==> config.mk <==
export PLATFORM = sky130hd
export DESIGN_NAME = idxwin_bridge
export DESIGN_NICKNAME = d
export VERILOG_FILES = /design/src/rtl/idxwin_pkg.sv /design/src/rtl/idxwin_ctrl.sv /design/src/rtl/idxwin_dpath.sv /design/src/rtl/idxwin_bridge.sv
export SDC_FILE = /design/constraint.sdc
export NUM_CORES = 1
export LEC_CHECK = 0
export BUFFER_PORTS_ARGS = -buffer_cell sky130_fd_sc_hd__buf_4
export CORE_UTILIZATION = 30
export DETAILED_ROUTE_END_ITERATION = 16
export PLACE_DENSITY = 0.64
export REMOVE_ABC_BUFFERS = 1
export SETUP_SLACK_MARGIN = 0.5
export SKIP_CTS_REPAIR_TIMING = 1
export SLEW_MARGIN = 0
export SYNTH_ARGS = -nofsm -noshare
export SYNTH_HDL_FRONTEND = slang
export SYNTH_SLANG_ARGS = --single-unit
==> constraint.sdc <==
create_clock -name clk -period 3 [get_ports clk]
set_input_delay 0.3 -clock clk [delete_from_list [all_inputs] [get_ports clk]]
set_output_delay 0.3 -clock clk [all_outputs]
set_load 0.05 [all_outputs]
==> src/rtl/idxwin_pkg.sv <==
package idxwin_pkg;

  typedef enum logic [2:0] {
    T_ID   = 3'd0,
    T_VER  = 3'd1,
    T_ARB  = 3'd2,
    T_TBL  = 3'd3,
    T_NONE = 3'd4
  } tgt_t;

  typedef struct packed {
    logic idxWe;
    logic idxRe;
    logic winWe;
    logic winRe;
    tgt_t tgt;
  } strobe_t;

endpackage

==> src/rtl/idxwin_ctrl.sv <==
module idxwin_ctrl
  import idxwin_pkg::*;
#(
  parameter int IDX_W    = 8,
  parameter int ENTRIES  = 24,
  parameter int TBL_BASE = 16
) (
  input  logic             clk,
  input  logic             rstN,
  input  logic             csN,
  input  logic             rdN,
  input  logic             wrN,
  input  logic             winSel,
  input  logic [IDX_W-1:0] indexReg,
  output strobe_t          strb
);
  localparam logic [IDX_W-1:0] TBL_LO = IDX_W'(TBL_BASE);
  localparam logic [IDX_W-1:0] TBL_HI = IDX_W'(TBL_BASE + 2 * ENTRIES - 1);

  logic wrAct;
  logic rdAct;

  always_comb begin
    wrAct = !csN && !wrN;
    rdAct = !csN && !rdN && wrN;
    strb.idxWe = wrAct && !winSel;
    strb.idxRe = rdAct && !winSel;
    strb.winWe = wrAct && winSel;
    strb.winRe = rdAct && winSel;
    if (indexReg == IDX_W'(0))                              strb.tgt = T_ID;
    else if (indexReg == IDX_W'(1))                         strb.tgt = T_VER;
    else if (indexReg == IDX_W'(2))                         strb.tgt = T_ARB;
    else if (indexReg >= TBL_LO && indexReg <= TBL_HI)      strb.tgt = T_TBL;
    else                                                    strb.tgt = T_NONE;
  end

  // a read and a write never both act in one cycle
  p_rd_wr_excl_r10: assert property (@(posedge clk) disable iff (!rstN)
    $onehot0({strb.idxWe, strb.idxRe, strb.winWe, strb.winRe}));

endmodule

==> src/rtl/idxwin_dpath.sv <==
module idxwin_dpath
  import idxwin_pkg::*;
#(
  parameter int IDX_W    = 8,
  parameter int DATA_W   = 8,
  parameter int REG_W    = 32,
  parameter int ENTRIES  = 24,
  parameter int TBL_BASE = 16,
  parameter int VERSION  = 17,
  parameter int ID_LSB   = 24,
  parameter int ID_W     = 4,
  parameter int MAXE_LSB = 16,
  localparam int LANES   = REG_W / DATA_W,
  localparam int LANE_W  = $clog2(LANES),
  localparam int TA_W    = $clog2(2 * ENTRIES)
) (
  input  logic              clk,
  input  logic              rstN,
  input  strobe_t           strb,
  input  logic [LANE_W-1:0] lane,
  input  logic [DATA_W-1:0] wrData,
  output logic [DATA_W-1:0] rdData,
  output logic [IDX_W-1:0]  indexReg,
  output logic [TA_W-1:0]   tblAddr,
  output logic              tblWrEn,
  output logic [REG_W-1:0]  tblWrData,
  input  logic [REG_W-1:0]  tblRdData
);
  localparam logic [IDX_W-1:0] TBL_LO = IDX_W'(TBL_BASE);

  logic [ID_W-1:0]   idReg;
  logic [REG_W-1:0]  idWord;
  logic [REG_W-1:0]  verWord;
  logic [REG_W-1:0]  selWord;
  logic [REG_W-1:0]  idMerged;
  logic [DATA_W-1:0] winByte;

  always_comb begin
    idWord = '0;
    idWord[ID_LSB +: ID_W] = idReg;
    verWord = '0;
    verWord[DATA_W-1:0] = DATA_W'(VERSION);
    verWord[MAXE_LSB +: DATA_W] = DATA_W'(ENTRIES - 1);
  end

  // byte-lane merge for table and identification writes
  for (genvar g = 0; g < LANES; g++) begin : g_lane
    assign tblWrData[g*DATA_W +: DATA_W] =
      (lane == LANE_W'(g)) ? wrData : tblRdData[g*DATA_W +: DATA_W];
    assign idMerged[g*DATA_W +: DATA_W] =
      (lane == LANE_W'(g)) ? wrData : idWord[g*DATA_W +: DATA_W];
  end

  assign tblAddr = TA_W'(indexReg - TBL_LO);
  assign tblWrEn = strb.winWe && (strb.tgt == T_TBL);

  always_ff @(posedge clk or negedge rstN) begin
    if (!rstN) begin
      indexReg <= '0;
      idReg    <= '0;
    end else begin
      if (strb.idxWe && lane == '0) indexReg <= wrData[IDX_W-1:0];
      if (strb.winWe && strb.tgt == T_ID) idReg <= idMerged[ID_LSB +: ID_W];
    end
  end

  always_comb begin
    unique case (strb.tgt)
      T_ID:    selWord = idWord;
      T_VER:   selWord = verWord;
      T_ARB:   selWord = idWord;
      T_TBL:   selWord = tblRdData;
      default: selWord = '0;
    endcase
    winByte = selWord[lane*DATA_W +: DATA_W];
    if (strb.winRe)                     rdData = winByte;
    else if (strb.idxRe && lane == '0)  rdData = DATA_W'(indexReg);
    else                                rdData = '0;
  end

  // index changes only on an index write strobe
  p_index_hold_r9: assert property (@(posedge clk) disable iff (!rstN)
    !strb.idxWe |=> $stable(indexReg));

  // identification field changes only on a window write to it
  p_id_hold_r3: assert property (@(posedge clk) disable iff (!rstN)
    !(strb.winWe && strb.tgt == T_ID) |=> $stable(idReg));

  // version byte lane 0 is constant
  p_ver_read_r4: assert property (@(posedge clk) disable iff (!rstN)
    (strb.winRe && strb.tgt == T_VER && lane == '0) |-> rdData == DATA_W'(VERSION));

endmodule

==> src/rtl/idxwin_bridge.sv <==
module idxwin_bridge
  import idxwin_pkg::*;
#(
  parameter int IDX_W    = 8,
  parameter int DATA_W   = 8,
  parameter int REG_W    = 32,
  parameter int ENTRIES  = 24,
  parameter int TBL_BASE = 16,
  parameter int VERSION  = 17,
  localparam int LANE_W  = $clog2(REG_W / DATA_W),
  localparam int TA_W    = $clog2(2 * ENTRIES)
) (
  input  logic              clk,
  input  logic              rstN,
  input  logic              csN,
  input  logic              rdN,
  input  logic              wrN,
  input  logic              winSel,
  input  logic [LANE_W-1:0] addr,
  input  logic [DATA_W-1:0] wrData,
  output logic [DATA_W-1:0] rdData,
  output logic [TA_W-1:0]   tblAddr,
  output logic              tblWrEn,
  output logic [REG_W-1:0]  tblWrData,
  input  logic [REG_W-1:0]  tblRdData
);
  strobe_t          strb;
  logic [IDX_W-1:0] indexReg;

  idxwin_ctrl #(
    .IDX_W(IDX_W), .ENTRIES(ENTRIES), .TBL_BASE(TBL_BASE)
  ) u_ctrl (
    .clk(clk), .rstN(rstN), .csN(csN), .rdN(rdN), .wrN(wrN),
    .winSel(winSel), .indexReg(indexReg), .strb(strb)
  );

  idxwin_dpath #(
    .IDX_W(IDX_W), .DATA_W(DATA_W), .REG_W(REG_W), .ENTRIES(ENTRIES),
    .TBL_BASE(TBL_BASE), .VERSION(VERSION)
  ) u_dpath (
    .clk(clk), .rstN(rstN), .strb(strb), .lane(addr), .wrData(wrData),
    .rdData(rdData), .indexReg(indexReg), .tblAddr(tblAddr),
    .tblWrEn(tblWrEn), .tblWrData(tblWrData), .tblRdData(tblRdData)
  );

  // table write only under an active window write
  p_tbl_wr_bus_r7: assert property (@(posedge clk) disable iff (!rstN)
    tblWrEn |-> (!csN && !wrN && winSel));

  // lane 0 of the word is kept when another lane is written
  p_rmw_keep_r7: assert property (@(posedge clk) disable iff (!rstN)
    (tblWrEn && addr != '0) |-> tblWrData[DATA_W-1:0] == tblRdData[DATA_W-1:0]);

endmodule

==> out/metrics.yaml, run 1 <==
place:
  dp_hpwl_um: 4160
  place_ws_ps: 518
  place_congestion: 0.907
  port_buffers: 94
clocking:
  clock_sinks: 12
  cts_root_buf: "clkbuf_8"
  cts_tree: "yes"
  htreeDepth: 1
  clk_path_buf_depth: 2
  numCtsBuffers: 3
  clk_pin_slew_ps: 60
  worstSkewPairLatency_ps: 250
critical_path:
  worstSetupPathType: "register to output port"
  path_cells: "or4_4 > nor4_4 > o21a_2 > a22oi_1 > o21ai_1 > buf_6"
  startpoint_type: "register"
  crit_slowest_cell: "or4_4"
  slowest_delay_ps: 620
  end_kind: "output port"
  arrival_ps: 2220
  worst-path-max-fanout: 5
  required_ps: 2700
power_and_ir_drop:
  ir_worst_vdd_v: 0.000239
  power.leakage_nw: 1.17
  cellPowerDensity_nw_per_um2: 445
  totalPowerFinal_w: 0.00110
synth:
  synth.yosys.warnings: 0
  yosysSeqAreaShare_pct: 20.0
  synth_top_area_share_pct: 27.0
  netlist_instances: 170
  yosysMostFrequentCell: "mux2_2"
  ys_top_cells_by_area: "mux2_2, dfrtp_1, nand2_1"
  synth.avg_cell_area_um2: 8.85
  synth_top_area_cell: "mux2_2"
  synth.distinct_cells: 39
  syn_area_um2: 1500
  synth_seq_cells: 12
  ys.flop_type: "dfrtp_1"
  async_flop_share_pct: 100
  netlist_top_cells_count: "mux2_2, nand2_1, dfrtp_1"
  synth-edff-count: 0
global_route:
  antenna_found_initial: 0
  grt_max_degree: 17
  grt-ovfl-total: 0
  grt_pass1_vias: 1552
  track_usage_pct: 20.0
  grt_pass1_wl_um: 8070
sta:
  worst_slew_pin_slew_ps: 520
  hold_viol_final: 0
  fin_crit_ps: 2520
  clock.fmax_ghz: 0.398
  setup_viol: 0
  period_share_pct: 83.8
  fin_worst_skew_ps: 3.29
  relSlewSlack_pct: 65.2
  drv_slew: 0
  worst_slack_ps: 485
  grt_setup_unrepaired: "yes"
final_layout:
  drive_gt1_share_pct: 62.8
  num_antenna_cells: 0
  fillCellCount: 464
  nets: 318
  final_util_pct: 51.8
  area_delta_synth_final_pct: 64.8
floorplanning:
  core_area_um2: 4790
  fp-row-count: 25
  die_x_um: 72.8
  die_h_um: 72.8
  io_pins: 95
  die-area_um2: 5300
  initial_core_util_pct: 31.4
drt:
  routedWlPerCell_um: 16.2
  drt-vias-per-instance: 5.19
  dr.pass1.iters: 4
  drc: 0
  num_vias: 1729
  drtIter0Drc: 132
  wirelength_um: 5390
  ant_nets: 0
run_status:
  outcome: "complete, no violations"
hold_path:
  min_path_type: "primary input to register"
flow_run:
  drv_cap: 0
[logic make-up (layout without fill, tap and decap cells)]
logic type | count (synthesis) | count (layout) | share of synthesized area (%)
flops | 12 | 12 | 20.0
mux | 41 | 41 | 33.6
simple gates | 60 | 60 | 21.0
buf+inv | 20 | 116 | 5.99
fa+ha+maj | 3 | 3 | 2.50
compound gates | 34 | 34 | 16.9
[worst paths after layout]
check	start	endpoint	slack [ps]	cells after the start
max	u_dpath.indexReg[2]	rdData[3]	480	6
min	wrData[1]	u_dpath.indexReg[1]	310	3
max reg2reg	u_dpath.indexReg[2]	u_dpath.idReg[3]	810	5
min reg2reg	u_dpath.idReg[3]	u_dpath.idReg[3]	510	1
max in group asynchronous	rstN	u_dpath.indexReg[7]	2380	2
min in group asynchronous	rstN	u_dpath.indexReg[0]	440	2
[worst max-delay path: cells and delay by family, from the launching register on]
| family | cells | cell delay [ps] |
|---|---|---|
| AOI/OAI and AO/OA | 3 | 520 |
| DFF | 1 | 430 |
| buffers and inverters | 1 | 190 |
| and+or+nand+nor | 2 | 830 |
[placed cells by master, fill, tap and decap left out, drive strengths merged, types with 6 or more instances in the layout]
| master | count |
|---|---|
| buf | 105 |
| dfrtp | 12 |
| inv | 6 |
| mux2 | 36 |
| nand2 | 34 |
| o21ai | 8 |
[state kept, by name, summed over array words and instances, names as in the netlist]
signal and count:
u_dpath.indexReg 8, u_dpath.idReg 4
[per-stage QoR]
stage,hold slack (ps),TNS [ps],area (um^2),instances
floorplan,4.41,-197,1440,156
global placement,153,0,2260,322
detailed placement,155,0,2260,322
CTS,-109,0,2320,326
global route,324,0,2480,333
finish,305,0,2480,333
[per-layer routing]
layer,vias to the layer above,wire length (um),GRT usage [%]
li1,830,-,-
met1,833,2490,28.2
met2,62,2630,33.1
met3,4,231,1.38
met4,0,47,5.01
met5,-,0,0
[area by class of cell]
cell class | instances | area, um^2 | share of cell area, %
Clock buffer | 4 | 55.1 | 2.22
Inverter | 6 | 22.5 | 0.909
Timing Repair Buffer | 106 | 825 | 33.3
Multi-Input combinational cell | 138 | 1190 | 48.0
Sequential cell | 12 | 303 | 12.2
Tap cell | 67 | 83.8 | 3.38
[report_power, final]
group          total, W  internal (W)  switching [W]
clock          0.000182      0.000116      0.0000657
combinational  0.000682      0.000260       0.000421
sequential     0.000240      0.000190      0.0000496
No activity file was read; power rests on OpenSTA's default activity.
==> inputs of run 2 (changes only) <==
- PLACE_DENSITY: 0.64 -> 0.66
- clock period: 3 -> 2.15 ns (I/O delays scaled with it)
==> run 2 against run 1 <==
Effect of this change:
- the run now ends with setup timing left
- first-iteration DRC count fell by 57%
- final cell count rose by 6.6%
- routed wire length up 4.9%
- critical path type unchanged
- largest power group unchanged
- highest routed layer unchanged
==> out/metrics.yaml, run 2 (synthesized netlist as in run 1, its figures left out) <==
hold_path:
  min_path_type: "primary input to register"
clocking:
  clk_path_buf_depth: 2
  cts_tree: "yes"
  numCtsBuffers: 3
  cts_root_buf: "clkbuf_8"
  htreeDepth: 1
  worstSkewPairLatency_ps: 250
  clk_pin_slew_ps: 70
  clock_sinks: 12
run_status:
  violations: "setup timing"
  outcome: "finished, violations left"
critical_path:
  crit_slowest_cell: "or4_4"
  startpoint_type: "register"
  end_kind: "output port"
  worstSetupPathType: "register to output port"
  arrival_ps: 2190
  crit_top_cell: "buf_6"
  slowest_delay_ps: 570
  worst-path-max-fanout: 4
  required_ps: 1930
  path_cells: "or4_4 > buf_6 > nor4_4 > a22o_1 > a22oi_1 > nand2_1 > buf_6"
sta:
  worst_slack_ps: -259
  holdWs_ps: 214
  fin_worst_skew_ps: 8.39
  hold_viol_final: 0
  grt_setup_unrepaired: "yes"
  drv_slew: 0
  relSlewSlack_pct: 73.3
  clock.fmax_ghz: 0.415
  worst_slew_pin_slew_ps: 401
  period_share_pct: 112
  setup_viol: 12
  fin_crit_ps: 2410
drt:
  wirelength_um: 5660
  drt-vias-per-instance: 5.15
  drtIter0Drc: 57
  dr.pass1.iters: 4
  num_vias: 1829
  ant_nets: 0
  routedWlPerCell_um: 15.9
  drc: 0
floorplanning:
  die_h_um: 72.8
  io_pins: 95
  fp-row-count: 25
  die_x_um: 72.8
  initial_core_util_pct: 31.4
  core_area_um2: 4790
  die-area_um2: 5300
flow_run:
  drv_cap: 0
final_layout:
  reg_top3: "u_dpath.indexReg (8), u_dpath.idReg (4)"
  mostFrequentLayoutCell: "buf_4"
  area_delta_synth_final_pct: 76.8
  largest_register_ffs: 8
  num_antenna_cells: 0
  nets: 340
  regMostFlops: "u_dpath.indexReg"
  fillCellCount: 458
  drive_gt1_share_pct: 64.2
  mostFrequentLayoutCells: "buf_4, mux2_2, nand2_1, dfrtp_1, buf_6"
global_route:
  track_usage_pct: 21.8
  grt_pass1_vias: 1802
  grt-ovfl-total: 0
  grt_max_degree: 17
  antenna_found_initial: 0
  grt_pass1_wl_um: 8750
power_and_ir_drop:
  cellPowerDensity_nw_per_um2: 619
  power.leakage_nw: 1.30
  ir_worst_vdd_v: 0.000334
  totalPowerFinal_w: 0.00165
place:
  place_congestion: 0.937
  dp_hpwl_um: 4370
  port_buffers: 94
[run 2: power breakdown]
| group | internal, W | switching, W |
|---|---|---|
| sequential | 0.000264 | 0.0000364 |
| combinational | 0.000445 | 0.000637 |
| clock | 0.000163 | 0.000101 |
| total | 0.000871 | 0.000774 |
[run 2: worst paths after layout]
path | startpoint | to | slack [ps] | cells after the start
worst max-delay path | u_dpath.indexReg[3] | rdData[2] | -260 | 7
worst min-delay path | wrData[0] | u_dpath.indexReg[0] | 210 | 3
worst max register to register | u_dpath.indexReg[3] | u_dpath.idReg[2] | -40 | 6
worst min register to register | u_dpath.idReg[0] | u_dpath.idReg[0] | 510 | 1
max in group asynchronous | rstN | u_dpath.idReg[3] | 1630 | 2
min in group asynchronous | rstN | u_dpath.indexReg[0] | 340 | 2
[run 2: through the flow]
stage | instance area (um^2) | utilization (%) | worst slack, ps | instances | setup TNS (ps)
2_1_floorplan | 1440 | - | -962 | 156 | -3010
3_3_place_gp | 2450 | 51.2 | -67.2 | 347 | -113
3_5_place_dp | 2450 | 51.2 | -111 | 347 | -468
4_1_cts | 2510 | 52.4 | -380 | 351 | -2960
5_1_grt | 2660 | 55.6 | -355 | 355 | -2930
6_report | 2660 | 55.6 | -259 | 355 | -1850
[run 2: layer usage]
metal  global-route usage [%]  up-vias  wire, um
li1                         -      877         -
met5                        0        -         0
met3                     4.28       16       306
met4                     10.0        0       208
met1                     25.6      860      2320
met2                     38.2       76      2830
[run 2: cell type report]
cell class / count / area, um^2 / share of cell area, %
Clock buffer: 4 / 55.1 / 2.07
Sequential cell: 12 / 300 / 11.3
Timing Repair Buffer: 128 / 1010 / 37.9
Tap cell: 67 / 83.8 / 3.15
Inverter: 6 / 22.5 / 0.847
Multi-Input combinational cell: 138 / 1190 / 44.7
[run 2: critical path, delay by kind of cell (launching register included)]
family,cells,cell delay [ps]
buffers and inverters,2,310
and+or+nand+nor,3,1010
AOI/OAI and AO/OA,2,260
DFF,1,370
